### src/rtl/bfdot_pkg.sv
package bfdot_pkg;

    localparam int unsigned FP_W   = 32;
    localparam int unsigned BF_W   = 16;
    localparam int unsigned EXP_W  = 8;
    localparam int unsigned FRAC_W = 23;
    localparam int unsigned EXT_W  = FRAC_W + 4;          // hidden bit + fraction + guard/round/sticky
    localparam int unsigned LZ_W   = $clog2(EXT_W + 1);

    localparam logic [FP_W-1:0] FP32_QNAN = 32'h7FC0_0000;

    typedef enum logic [2:0] {
        ST_IDLE,
        ST_MUL,
        ST_PSUM,
        ST_ACCUM,
        ST_FIN
    } seq_state_t;

    // Leading-zero count over the extended significand; returns EXT_W for zero.
    function automatic logic [LZ_W-1:0] lzc_ext(input logic [EXT_W-1:0] v);
        logic [LZ_W-1:0] n;
        n = LZ_W'(EXT_W);
        for (int i = 0; i < EXT_W; i++) begin
            if (v[i]) n = LZ_W'(EXT_W - 1 - i);
        end
        return n;
    endfunction

endpackage

### src/rtl/bf16_mul.sv
// BF16 x BF16 -> FP32. The 8x8-bit significand product always fits in an
// FP32 fraction, so only range limits (overflow / flush) need handling.
module bf16_mul
    import bfdot_pkg::*;
(
    input  logic [BF_W-1:0] a_i,
    input  logic [BF_W-1:0] b_i,
    output logic [FP_W-1:0] p_o
);

    always_comb begin
        logic              sa, sb, sp;
        logic [EXP_W-1:0]  ea, eb;
        logic [6:0]        fa, fb;
        logic              anan, bnan, ainf, binf, azr, bzr;
        logic [15:0]       prod;
        logic signed [9:0] ep;
        logic [FRAC_W-1:0] fp;

        sa = a_i[15];  ea = a_i[14:7];  fa = a_i[6:0];
        sb = b_i[15];  eb = b_i[14:7];  fb = b_i[6:0];
        sp = sa ^ sb;

        anan = (ea == '1) && (fa != '0);
        bnan = (eb == '1) && (fb != '0);
        ainf = (ea == '1) && (fa == '0);
        binf = (eb == '1) && (fb == '0);
        azr  = (ea == '0);                 // zero or flushed subnormal
        bzr  = (eb == '0);

        prod = 16'({1'b1, fa}) * 16'({1'b1, fb});
        ep   = $signed({2'b00, ea}) + $signed({2'b00, eb}) - 10'sd127;
        if (prod[15]) begin
            fp = {prod[14:0], 8'h00};
            ep = ep + 10'sd1;
        end else begin
            fp = {prod[13:0], 9'h000};
        end

        if (anan || bnan)
            p_o = FP32_QNAN;
        else if ((ainf && bzr) || (binf && azr))
            p_o = FP32_QNAN;
        else if (ainf || binf)
            p_o = {sp, 8'hFF, 23'h0};
        else if (azr || bzr)
            p_o = {sp, 31'h0};
        else if (ep >= 10'sd255)
            p_o = {sp, 8'hFF, 23'h0};
        else if (ep <= 10'sd0)
            p_o = {sp, 31'h0};
        else
            p_o = {sp, ep[7:0], fp};
    end

endmodule

### src/rtl/fp32_add.sv
// FP32 adder, round-to-nearest-even, subnormals flushed, default NaN.
module fp32_add
    import bfdot_pkg::*;
(
    input  logic [FP_W-1:0] x_i,
    input  logic [FP_W-1:0] y_i,
    output logic [FP_W-1:0] z_o
);

    always_comb begin
        logic              sx, sy, bs, ss, swap, sub, stk, tiny, g, rs, up;
        logic [EXP_W-1:0]  ex, ey, be, se, dexp;
        logic [FRAC_W-1:0] fx, fy, bf, sf, frac;
        logic              xnan, ynan, xinf, yinf, xzr, yzr;
        logic [EXT_W-1:0]  mb, ms, msh, norm;
        logic [EXT_W:0]    sum_w;
        logic [LZ_W-1:0]   lz;
        logic signed [9:0] ew;
        logic [FRAC_W:0]   mant;
        logic [FRAC_W+1:0] mrnd;
        logic [FP_W-1:0]   gen;

        sx = x_i[31];  ex = x_i[30:23];  fx = x_i[22:0];
        sy = y_i[31];  ey = y_i[30:23];  fy = y_i[22:0];

        xnan = (ex == '1) && (fx != '0);
        ynan = (ey == '1) && (fy != '0);
        xinf = (ex == '1) && (fx == '0);
        yinf = (ey == '1) && (fy == '0);
        xzr  = (ex == '0);
        yzr  = (ey == '0);

        // order by magnitude
        swap = {ey, fy} > {ex, fx};
        bs = swap ? sy : sx;   be = swap ? ey : ex;   bf = swap ? fy : fx;
        ss = swap ? sx : sy;   se = swap ? ex : ey;   sf = swap ? fx : fy;

        mb   = {1'b1, bf, 3'b000};
        ms   = {1'b1, sf, 3'b000};
        dexp = be - se;
        if (dexp >= 8'(EXT_W)) begin
            msh = '0;
            stk = 1'b1;
        end else begin
            msh = ms >> dexp;
            stk = |(ms & (({{(EXT_W-1){1'b0}}, 1'b1} << dexp) - {{(EXT_W-1){1'b0}}, 1'b1}));
        end
        msh[0] = msh[0] | stk;

        sub = bs ^ ss;
        if (sub) sum_w = {1'b0, mb} - {1'b0, msh};
        else     sum_w = {1'b0, mb} + {1'b0, msh};

        lz = lzc_ext(sum_w[EXT_W-1:0]);
        ew = $signed({2'b00, be});
        if (sum_w[EXT_W]) begin
            norm = {sum_w[EXT_W:2], sum_w[1] | sum_w[0]};
            ew   = ew + 10'sd1;
        end else begin
            norm = sum_w[EXT_W-1:0] << lz;
            ew   = ew - $signed({5'b00000, lz});
        end
        tiny = (ew <= 10'sd0);

        // round to nearest, ties to even
        mant = norm[EXT_W-1:3];
        g    = norm[2];
        rs   = norm[1] | norm[0];
        up   = g & (rs | mant[0]);
        mrnd = {1'b0, mant} + {{(FRAC_W+1){1'b0}}, up};
        if (mrnd[FRAC_W+1]) begin
            frac = mrnd[FRAC_W:1];
            ew   = ew + 10'sd1;
        end else begin
            frac = mrnd[FRAC_W-1:0];
        end

        if (sub && (sum_w == '0))
            gen = '0;                                   // exact cancellation: +0
        else if (tiny)
            gen = {bs, 31'h0};
        else if (ew >= 10'sd255)
            gen = {bs, 8'hFF, 23'h0};
        else
            gen = {bs, ew[7:0], frac};

        if (xnan || ynan)
            z_o = FP32_QNAN;
        else if (xinf && yinf)
            z_o = (sx != sy) ? FP32_QNAN : {sx, 8'hFF, 23'h0};
        else if (xinf)
            z_o = {sx, 8'hFF, 23'h0};
        else if (yinf)
            z_o = {sy, 8'hFF, 23'h0};
        else if (xzr && yzr)
            z_o = {sx & sy, 31'h0};
        else if (xzr)
            z_o = y_i;
        else if (yzr)
            z_o = x_i;
        else
            z_o = gen;
    end

endmodule

### src/rtl/bfdot_acc_unit.sv
module bfdot_acc_unit
    import bfdot_pkg::*;
#(
    parameter int unsigned MAX_LANES = 4,
    localparam int unsigned HALF_LANES = MAX_LANES / 2,
    localparam int unsigned VEC_W      = MAX_LANES * FP_W,
    localparam int unsigned LANE_IDX_W = $clog2(MAX_LANES),
    localparam int unsigned IDX_W      = (HALF_LANES > 1) ? $clog2(HALF_LANES) : 1
)(
    input  logic             clk,
    input  logic             rst_n,
    input  logic             start,
    input  logic             wide_mode,
    input  logic             bcast_mode,
    input  logic [IDX_W-1:0] bcast_sel,
    input  logic [VEC_W-1:0] vec_a,
    input  logic [VEC_W-1:0] vec_b,
    input  logic [VEC_W-1:0] acc_in,
    output logic             busy,
    output logic             done,
    output logic [VEC_W-1:0] acc_out
);

    localparam int unsigned ELEMS = FP_W / BF_W;

    seq_state_t state_q, state_d;

    logic [LANE_IDX_W-1:0]           lane_q, last_lane;
    logic                            wide_q, bcast_q;
    logic [IDX_W-1:0]                sel_q;
    logic [MAX_LANES-1:0][FP_W-1:0]  a_q, b_q, acc_q;
    logic [ELEMS-1:0][FP_W-1:0]      prod_d, prod_q;
    logic [FP_W-1:0]                 sum_q;
    logic [FP_W-1:0]                 cur_a, cur_b;
    logic [FP_W-1:0]                 add_x, add_y, add_z;

    // ---------------- operand selection ----------------
    assign last_lane = wide_q ? LANE_IDX_W'(MAX_LANES - 1) : LANE_IDX_W'(HALF_LANES - 1);
    assign cur_a     = a_q[lane_q];
    assign cur_b     = bcast_q ? b_q[LANE_IDX_W'(sel_q)] : b_q[lane_q];

    // ---------------- products: one multiplier per element ----------------
    for (genvar k = 0; k < ELEMS; k++) begin : g_mul
        bf16_mul u_mul (
            .a_i (cur_a[k*BF_W +: BF_W]),
            .b_i (cur_b[k*BF_W +: BF_W]),
            .p_o (prod_d[k])
        );
    end

    // ---------------- shared adder ----------------
    assign add_x = (state_q == ST_ACCUM) ? acc_q[lane_q] : prod_q[0];
    assign add_y = (state_q == ST_ACCUM) ? sum_q         : prod_q[1];

    fp32_add u_add (
        .x_i (add_x),
        .y_i (add_y),
        .z_o (add_z)
    );

    // ---------------- state register ----------------
    always_ff @(posedge clk) begin
        if (!rst_n) state_q <= ST_IDLE;
        else        state_q <= state_d;
    end

    always_comb begin
        state_d = state_q;
        unique case (state_q)
            ST_IDLE:  if (start) state_d = ST_MUL;                 // accept
            ST_MUL:   state_d = ST_PSUM;                           // mul_to_sum
            ST_PSUM:  state_d = ST_ACCUM;                          // sum_to_acc
            ST_ACCUM: state_d = (lane_q == last_lane) ? ST_FIN     // last_lane
                                                      : ST_MUL;    // next_lane
            ST_FIN:   state_d = ST_IDLE;                           // retire
            default:  state_d = ST_IDLE;
        endcase
    end

    // ---------------- datapath registers ----------------
    always_ff @(posedge clk) begin
        if (!rst_n) begin
            lane_q  <= '0;
            wide_q  <= 1'b0;
            bcast_q <= 1'b0;
            sel_q   <= '0;
            a_q     <= '0;
            b_q     <= '0;
            acc_q   <= '0;
            prod_q  <= '0;
            sum_q   <= '0;
        end else begin
            unique case (state_q)
                ST_IDLE: begin
                    if (start) begin
                        lane_q  <= '0;
                        wide_q  <= wide_mode;
                        bcast_q <= bcast_mode;
                        sel_q   <= bcast_sel;
                        a_q     <= vec_a;
                        b_q     <= vec_b;
                        acc_q   <= acc_in;
                    end
                end
                ST_MUL:   prod_q <= prod_d;
                ST_PSUM:  sum_q  <= add_z;
                ST_ACCUM: begin
                    acc_q[lane_q] <= add_z;
                    if (lane_q != last_lane) lane_q <= lane_q + 1'b1;
                end
                ST_FIN:   ;
                default:  ;
            endcase
        end
    end

    // ---------------- outputs ----------------
    always_comb begin
        busy    = (state_q != ST_IDLE);
        done    = (state_q == ST_FIN);
        acc_out = acc_q;
    end

    // ---------------- assertions ----------------
    AST_ACCEPT_BUSY: assert property (@(posedge clk) disable iff (!rst_n)
        (start && !busy) |=> busy);
    AST_DONE_PULSE: assert property (@(posedge clk) disable iff (!rst_n)
        done |=> !done);
    AST_DONE_THEN_IDLE: assert property (@(posedge clk) disable iff (!rst_n)
        done |=> !busy);
    AST_LANE_BOUND: assert property (@(posedge clk) disable iff (!rst_n)
        busy |-> (lane_q <= last_lane));
    AST_UPPER_HELD: assert property (@(posedge clk) disable iff (!rst_n)
        (busy && $past(busy) && !wide_q) |-> $stable(acc_q[MAX_LANES-1:HALF_LANES]));
    AST_MODE_HELD: assert property (@(posedge clk) disable iff (!rst_n)
        (busy && $past(busy)) |-> ($stable(wide_q) && $stable(bcast_q) && $stable(sel_q)));
    AST_NAN_DEFAULT: assert property (@(posedge clk) disable iff (!rst_n)
        ((add_z[30:23] == 8'hFF) && (add_z[22:0] != '0)) |-> (add_z == FP32_QNAN));
    AST_NO_SUBNORM: assert property (@(posedge clk) disable iff (!rst_n)
        ((add_z[30:23] == 8'h00) || (prod_d[0][30:23] == 8'h00)) |->
        ((add_z[30:23] != 8'h00 || add_z[22:0] == '0) &&
         (prod_d[0][30:23] != 8'h00 || prod_d[0][22:0] == '0)));

endmodule

### config.mk
export PLATFORM = sky130hd
export DESIGN_NAME = bfdot_acc_unit
export DESIGN_NICKNAME = d
export VERILOG_FILES = /design/src/rtl/bfdot_pkg.sv /design/src/rtl/bf16_mul.sv /design/src/rtl/fp32_add.sv /design/src/rtl/bfdot_acc_unit.sv
export SDC_FILE = /design/constraint.sdc
export NUM_CORES = 2
export LEC_CHECK = 0
export BUFFER_PORTS_ARGS = -buffer_cell sky130_fd_sc_hd__buf_2
export CORE_MARGIN = 5
export CORE_UTILIZATION = 58
export CTS_BUF_LIST = sky130_fd_sc_hd__clkbuf_4 sky130_fd_sc_hd__clkbuf_8 sky130_fd_sc_hd__clkbuf_16
export CTS_CLUSTER_DIAMETER = 40
export DETAILED_ROUTE_END_ITERATION = 6
export HOLD_SLACK_MARGIN = 0.1
export PLACE_DENSITY_LB_ADDON = 0.05
export SETUP_SLACK_MARGIN = 0.02
export SYNTH_ARGS = -nofsm -noshare
export SYNTH_HDL_FRONTEND = slang
export SYNTH_HIERARCHICAL = 1
export SYNTH_SLANG_ARGS = --single-unit
export TNS_END_PERCENT = 100
### constraint.sdc
create_clock -name clk -period 27.8 [get_ports clk]
set_input_delay 1.39 -clock clk [delete_from_list [all_inputs] [get_ports clk]]
set_output_delay 1.39 -clock clk [all_outputs]
set_load 0.01 [all_outputs]
Word level (Yosys, flattened, before mapping)
Cells that the tools add are included.

word-level totals
  bits in registers = 488
  bits of input ports = 390
  output and inout bits = 130
  logic and storage cells = 221

cells by class
  add/sub/neg operators = 15
  multipliers = 2
  magnitude comparators = 11
  eq/ne operators = 15
  shift operators = 3
  muxes and demuxes = 90
  bitwise gates (word level) = 10
  reduce and logical (&&, ||, !) cells = 55

operator list
  cell                                                              count
  two-way mux 32 bit                                                22
  two-way mux 31 bit                                                10
  case mux 128 bit (2 select lines)                                 1
  binary-select mux 32 bit (select 2 bit)                           3
  bitwise mux 128 bit                                               1
  two-way mux 128 bit                                               1
  two-way mux 23 bit                                                5
  two-way mux 5 bit                                                 16
  demux 32 bit (select 2 bit)                                       1
  two-way mux 27 bit                                                2
  == test 8 bit (second input constant)                             6
  zero test 8 bit                                                   6
  zero test 23 bit                                                  2
  nonzero test 23 bit                                               2
  two-way mux 10 bit                                                4
  multiplier 8 x 8 -> 16 bit                                        2
  two-way mux 4 bit                                                 8
  greater-than comparator 31 bit                                    1
  adder 10 x 2 -> 10 bit (second input constant)                    3
  >= comparator 10 x 9 -> 1 bit (second input constant)             3
  less-or-equal comparator 10 x 1 -> 1 bit (second input constant)  3
  adder 27 x 27 -> 28 bit                                           1
  zero test 28 bit                                                  1
  zero test 7 bit                                                   4
  44 further kinds                                                  93

Longest topological paths before layout
  word-level depth = 61
  mapped depth = 82
  mapped depth without buffers = 65

Modules after synthesis
Netlist, hierarchy kept.

by module, submodules not included
  module                     times used  cells an instance  area an instance (um^2)  seq. area each (um^2)
  bfdot_acc_unit             1           2764               23129.7                  9769.4
  fp32_add                   1           1934               12847.3                  0.0
  bf16_mul (g_mul[1].u_mul)  1           475                3662.3                   0.0
  bf16_mul (g_mul[0].u_mul)  1           432                3374.5                   0.0

Least setup slack after synthesis
Ideal clock, no wire load.

  path type = reg2reg
  start point = reg lane_q[1]
  end point = reg acc_q (netlist bit acc_out[101])
  library setup time = 0.074 ns
  arrival time = 14.153 ns
  required time = 27.726 ns
  path slack = 13.573 ns
  cell stages (with the launch flop) = 78
  buffers on the path = 15
  period minus slack after synthesis = 14.227 ns
  cell sequence = dfxtp_1 buf_2 buf_2 clkbuf_1 mux4_2 nand2_1 nand2_1 inv_1 ha_1 buf_4 nand4_1 nor3_1 a221o_1 o21a_1 buf_2 nor2_8 buf_4 buf_4 [42 not listed] fa_1 inv_1 a21oi_1 o21bai_1 a21o_1 inv_1 a31oi_1 xnor2_1 nor2_1 and2_1 nand3_1 nor4_4 xor2_1 o211ai_2 buf_6 o32ai_2 nand3_1 a31oi_1

between the ends
  cells in the longest elaborated chain, start to end = 61
  elaborated cells between the ends (all ways) = 94
  those cells by class = add/sub: 8; order compare: 6; eq/ne: 1; shift: 3; mux: 57; bitwise: 7; reduce/logical: 12

ends and longest elaborated chain
  element                                      RTL line                        source
  start, declared                              bfdot_acc_unit.sv:28            logic [LANE_IDX_W-1:0] lane_q, last_lane;
  start signal, assigned                       bfdot_acc_unit.sv:109           if (lane_q != last_lane) lane_q <= lane_q + 1'b1;
  binary-select mux 32 bit (select 2 bit) *    bfdot_acc_unit.sv:52            assign add_x = (state_q == ST_ACCUM) ? acc_q[lane_q] : prod_q[0];
  two-way mux 32 bit (not written as such) *   bfdot_acc_unit.sv:52
  two-way mux 32 bit *                         bfdot_acc_unit.sv:52
  named net add_x[27]                          bfdot_acc_unit.sv:35            logic [FP_W-1:0] add_x, add_y, add_z;
  greater-than comparator 31 bit               fp32_add.sv:34                  swap = {ey, fy} > {ex, fx};
  two-way mux 8 bit, on equally long branches  fp32_add.sv:35, fp32_add.sv:36
  subtractor 8 bit                             fp32_add.sv:40                  dexp = be - se;
  left shift 1 x 8 -> 27 bit                   fp32_add.sv:46                  stk = |(ms & (({{(EXT_W-1){1'b0}}, 1'b1} << dexp) - {{(EXT_W-1){1'b0}}, 1'b1}));
  [47 not listed]                              --
  two-way mux 32 bit                           fp32_add.sv:95                  else if (xzr && yzr)
  two-way mux 32 bit                           fp32_add.sv:93                  else if (yinf)
  two-way mux 32 bit                           fp32_add.sv:91                  else if (xinf)
  two-way mux 32 bit                           fp32_add.sv:89                  else if (xinf && yinf)
  two-way mux 32 bit *                         fp32_add.sv:87                  if (xnan || ynan)
  named net add_z[5]                           bfdot_acc_unit.sv:35
  bitwise mux 128 bit *                        bfdot_acc_unit.sv:108           acc_q[lane_q] <= add_z;
  case mux 128 bit (2 select lines) *          bfdot_acc_unit.sv:93            unique case (state_q)
  end signal, assigned                         bfdot_acc_unit.sv:102           acc_q <= acc_in;
  end signal, assigned by index                bfdot_acc_unit.sv:108
  end, declared                                bfdot_acc_unit.sv:31            logic [MAX_LANES-1:0][FP_W-1:0] a_q, b_q, acc_q;

The timed path passes the listed nets; every way through them passes the cells marked *. The select of a mux whose other input is x is not followed.
A chain may end at the register's enable or synchronous reset.

Worst setup path in the final report
  start point = reg state_q[0]
  end point = reg acc_q (netlist bit acc_out[96])

between the ends
  cells in the longest elaborated chain, start to end = 60
  elaborated cells between the ends (all ways) = 99
  those cells by class = add/sub: 8; order compare: 4; eq/ne: 4; shift: 3; mux: 54; bitwise: 7; reduce/logical: 19

ends and longest elaborated chain
  element                                      RTL line                        source
  start, declared                              bfdot_acc_unit.sv:26            seq_state_t state_q, state_d;
  start signal, assigned                       bfdot_acc_unit.sv:64            else state_q <= state_d;
  == test 3 x 2 -> 1 bit *                     bfdot_acc_unit.sv:52
  two-way mux 32 bit *                         bfdot_acc_unit.sv:52
  named net add_x[23]                          bfdot_acc_unit.sv:35
  greater-than comparator 31 bit               fp32_add.sv:34
  two-way mux 8 bit, on equally long branches  fp32_add.sv:35, fp32_add.sv:36
  subtractor 8 bit                             fp32_add.sv:40
  left shift 1 x 8 -> 27 bit                   fp32_add.sv:46
  subtractor 27 x 1 -> 27 bit                  fp32_add.sv:46
  [46 not listed]                              --
  two-way mux 32 bit                           fp32_add.sv:95
  two-way mux 32 bit                           fp32_add.sv:93
  two-way mux 32 bit                           fp32_add.sv:91
  two-way mux 32 bit                           fp32_add.sv:89
  two-way mux 32 bit *                         fp32_add.sv:87
  named net add_z[0]                           bfdot_acc_unit.sv:35
  bitwise mux 128 bit *                        bfdot_acc_unit.sv:108
  case mux 128 bit (2 select lines) *          bfdot_acc_unit.sv:93

The timed path passes the listed nets; every way through them passes the cells marked *.

==> reports/results.ini <==
[status]
violations = design-rule violations
status = finished with violations

[drt]
totalWireLength_um = 173000
drc = 2
wl_per_cell_um = 25.0
dr.pass1.iters = 7
via_per_inst = 6.69
ant_nets = 0
drt-initial-drc-count = 6145
vias = 46100

[synthesis]
syn_area_um2 = 43000
yosysWarnings = 6
avgSynthCellArea_um2 = 7.67
ys_types = 134
netlist_instances = 5605
synth.top_cell.area_share_pct = 22.7
synthFlopType = dfxtp_1
synth_top_cell_by_area = dfxtp_1
synth_most_common_cell = nand2_1
synth_top_cells_by_area = dfxtp_1 (23%), nand2_1 (11%), mux4_2 (5.7%)
seq_area_frac_synth_pct = 22.7
ys_seq_elements = 488
synth-edff-count = 0
async_flop_share_pct = 0
yosys-top-cells-count = nand2_1 (1307), dfxtp_1 (488), inv_1 (268), nor2_1 (268), a21boi_1 (229)

[timing]
finalHoldViolations = 0
fin_crit_sh_pct = 64.6
slew_headroom_pct = 15.4
setup_tns_ns = 0
worstMarginPinSlew_ns = 1.27
finClkSkew_ns = 0.0729
rsz0062_at_grt = false
setup_viol = 0
fmax_mhz = 55.7
layout_min_cycle_time_ns = 17.95
slew_violations = 0

[critical_path]
worstSetupStartpointType = flip-flop
critPathKind = flip-flop to flip-flop
crit_fanout = 56
crit_slowest_cell = o211ai_2
cpPeakStageDelay_ns = 1.01
critPathArrivalTime_ns = 18.43
worstSetupEndpointType = flip-flop
required_ns = 28.29

[global_routing]
grt_pass1_wl_um = 259000
antenna_found_initial = 8
grt_max_degree = 160
grt_pass1_vias = 43400
grt_remaining_overflow = 0
grt_usage_pct = 41.1

[clock_network]
cts.sinks = 488
cts_setup_buffers = 0
clock_latency_ns = 0.66
tritoncts = yes
clk_pin_slew_ns = 0.06
clock_path_buffers = 3
h-tree-depth = 3
cts_hold_buffers = 0
numCtsBuffers = 75
cts_root_buf = clkbuf_16
cts-resized-gates = 0

[final_layout]
drive_above_1_share_pct = 17.4
multi_input_area_um2 = 30200
design_area_um2 = 48200
area_growth_pct = 12.0
fin_nets = 6527
n_fill_cell = 6322
regArea_um2 = 9780

[placement]
placed_cell_area_um2 = 45400
place_hpwl_um = 129000
port_buffers = 519
gp_routability_congestion = 1.04

[run]
cap_violations = 0

[floorplanning]
dieHeight_um = 282
start_util_pct = 58.8
boundaryPins = 520
dieArea_um2 = 79700
chipWidth_um = 282
rows = 99
core-area_um2 = 73200

[hold_path]
hp-class = flip-flop to flip-flop

[state kept, by name (all words and copies together) (netlist names)]
signal and flops:
prod_q 64, a_q 128, bcast_q 1, sel_q 1, sum_q 32, lane_q 2
acc_out 128, wide_q 1, b_q 128, state_q 3
[cells in the final DEF (no fill, tap or decap), types with 28 or more instances in the layout]
cell       synthesis  final
a211oi_1          37     37
a21boi_0         142    142
a21boi_1         229    229
a21o_1            42     42
a21oi_1          198    198
a22oi_1           41     41
a31oi_1          164    164
and2_1           104    104
buf_2            129    518
buf_4             28     74
clkbuf_16          0     75
dfxtp_1          488    484
fa_1              76     76
ha_1             196    194
inv_1            268    268
mux2_2            40     40
mux2i_1          101    101
mux4_2           109    109
nand2_1         1307   1307
nand3_1          224    224
nand4_1           54     54
nor2_1           268    266
nor3_1            67     67
nor4_1            49     49
o211ai_1          35     35
o21ai_0          124    124
o22ai_1           32     32
o31ai_1          146    146
or3_1             28     28
xnor2_1           72     72
xor2_1            41     41
[stage by stage]
stage / worst slack (ns) / hold slack (ns) / util, % / cells
6_report: 9.85 / 0.449 / 65.8 / 6893
5_1_grt: 8.86 / 0.465 / 65.8 / 6890
4_1_cts: 10.57 / 0.451 / 65.8 / 6885
3_5_place_dp: 10.66 / 0.441 / 62.0 / 6747
3_3_place_gp: 10.96 / 0.438 / 62.0 / 6747
2_1_floorplan: 13.57 / 0.432 / - / 5619
[cell families (layout without fill, tap and decap cells)]
family                   Yosys count  after routing  share of synthesized area (%)
adder cells (fa/ha/maj)          272            272                           9.24
AO/OA/AOI/OAI                   1487           1487                           25.0
XOR/XNOR                         115            115                           2.38
other                              2             24                         0.0175
flip-flops                       488            488                           22.7
multiplexers                     252            252                           9.16
buffers and inverters            696           1003                           7.25
AND/OR/NAND/NOR                 2293           2293                           24.3
[worst max-delay path: cells and delay by family, from the launching register on]
kind	cells	cell delay (ns)
AO/OA/AOI/OAI	22	5.26
XOR/XNOR	3	0.47
adder cells (fa/ha/maj)	5	1.69
buffers and inverters	9	2.79
flip-flops	1	0.65
multiplexers	1	0.21
AND/OR/NAND/NOR	23	6.60
[layer usage]
| metal | part of all wire, % | global-route usage (%) |
|---|---|---|
| met2 | 43 | 62.4 |
| met4 | 6.1 | 20.3 |
| met5 | 0.030 | 0 |
| met1 | 39 | 55.6 |
| met3 | 11 | 9.14 |
[path summary, 6_finish.rpt]
kind / startpoint / end / slack, ns / cells past startpoint
max: state_q[0] / acc_out[96] / 9.85 / 63
min: a_q[32] / a_q[32] / 0.45 / 2
max reg2reg: state_q[0] / acc_out[96] / 9.85 / 63
min reg2reg: a_q[32] / a_q[32] / 0.45 / 2
[cell type report]
type | instances | area share [%]
Timing Repair Buffer | 593 | 6.57
Sequential cell | 488 | 20.3
Clock inverter | 52 | 1.56
Tap cell | 959 | 2.49
Multi-Input combinational cell | 4435 | 62.7
Clock buffer | 86 | 4.16
Antenna cell | 8 | 0.0416
Inverter | 272 | 2.12
Power is left out: the tool's default activity adds up to more than one toggle a clock period on the data nets, which glitch-free logic cannot reach.
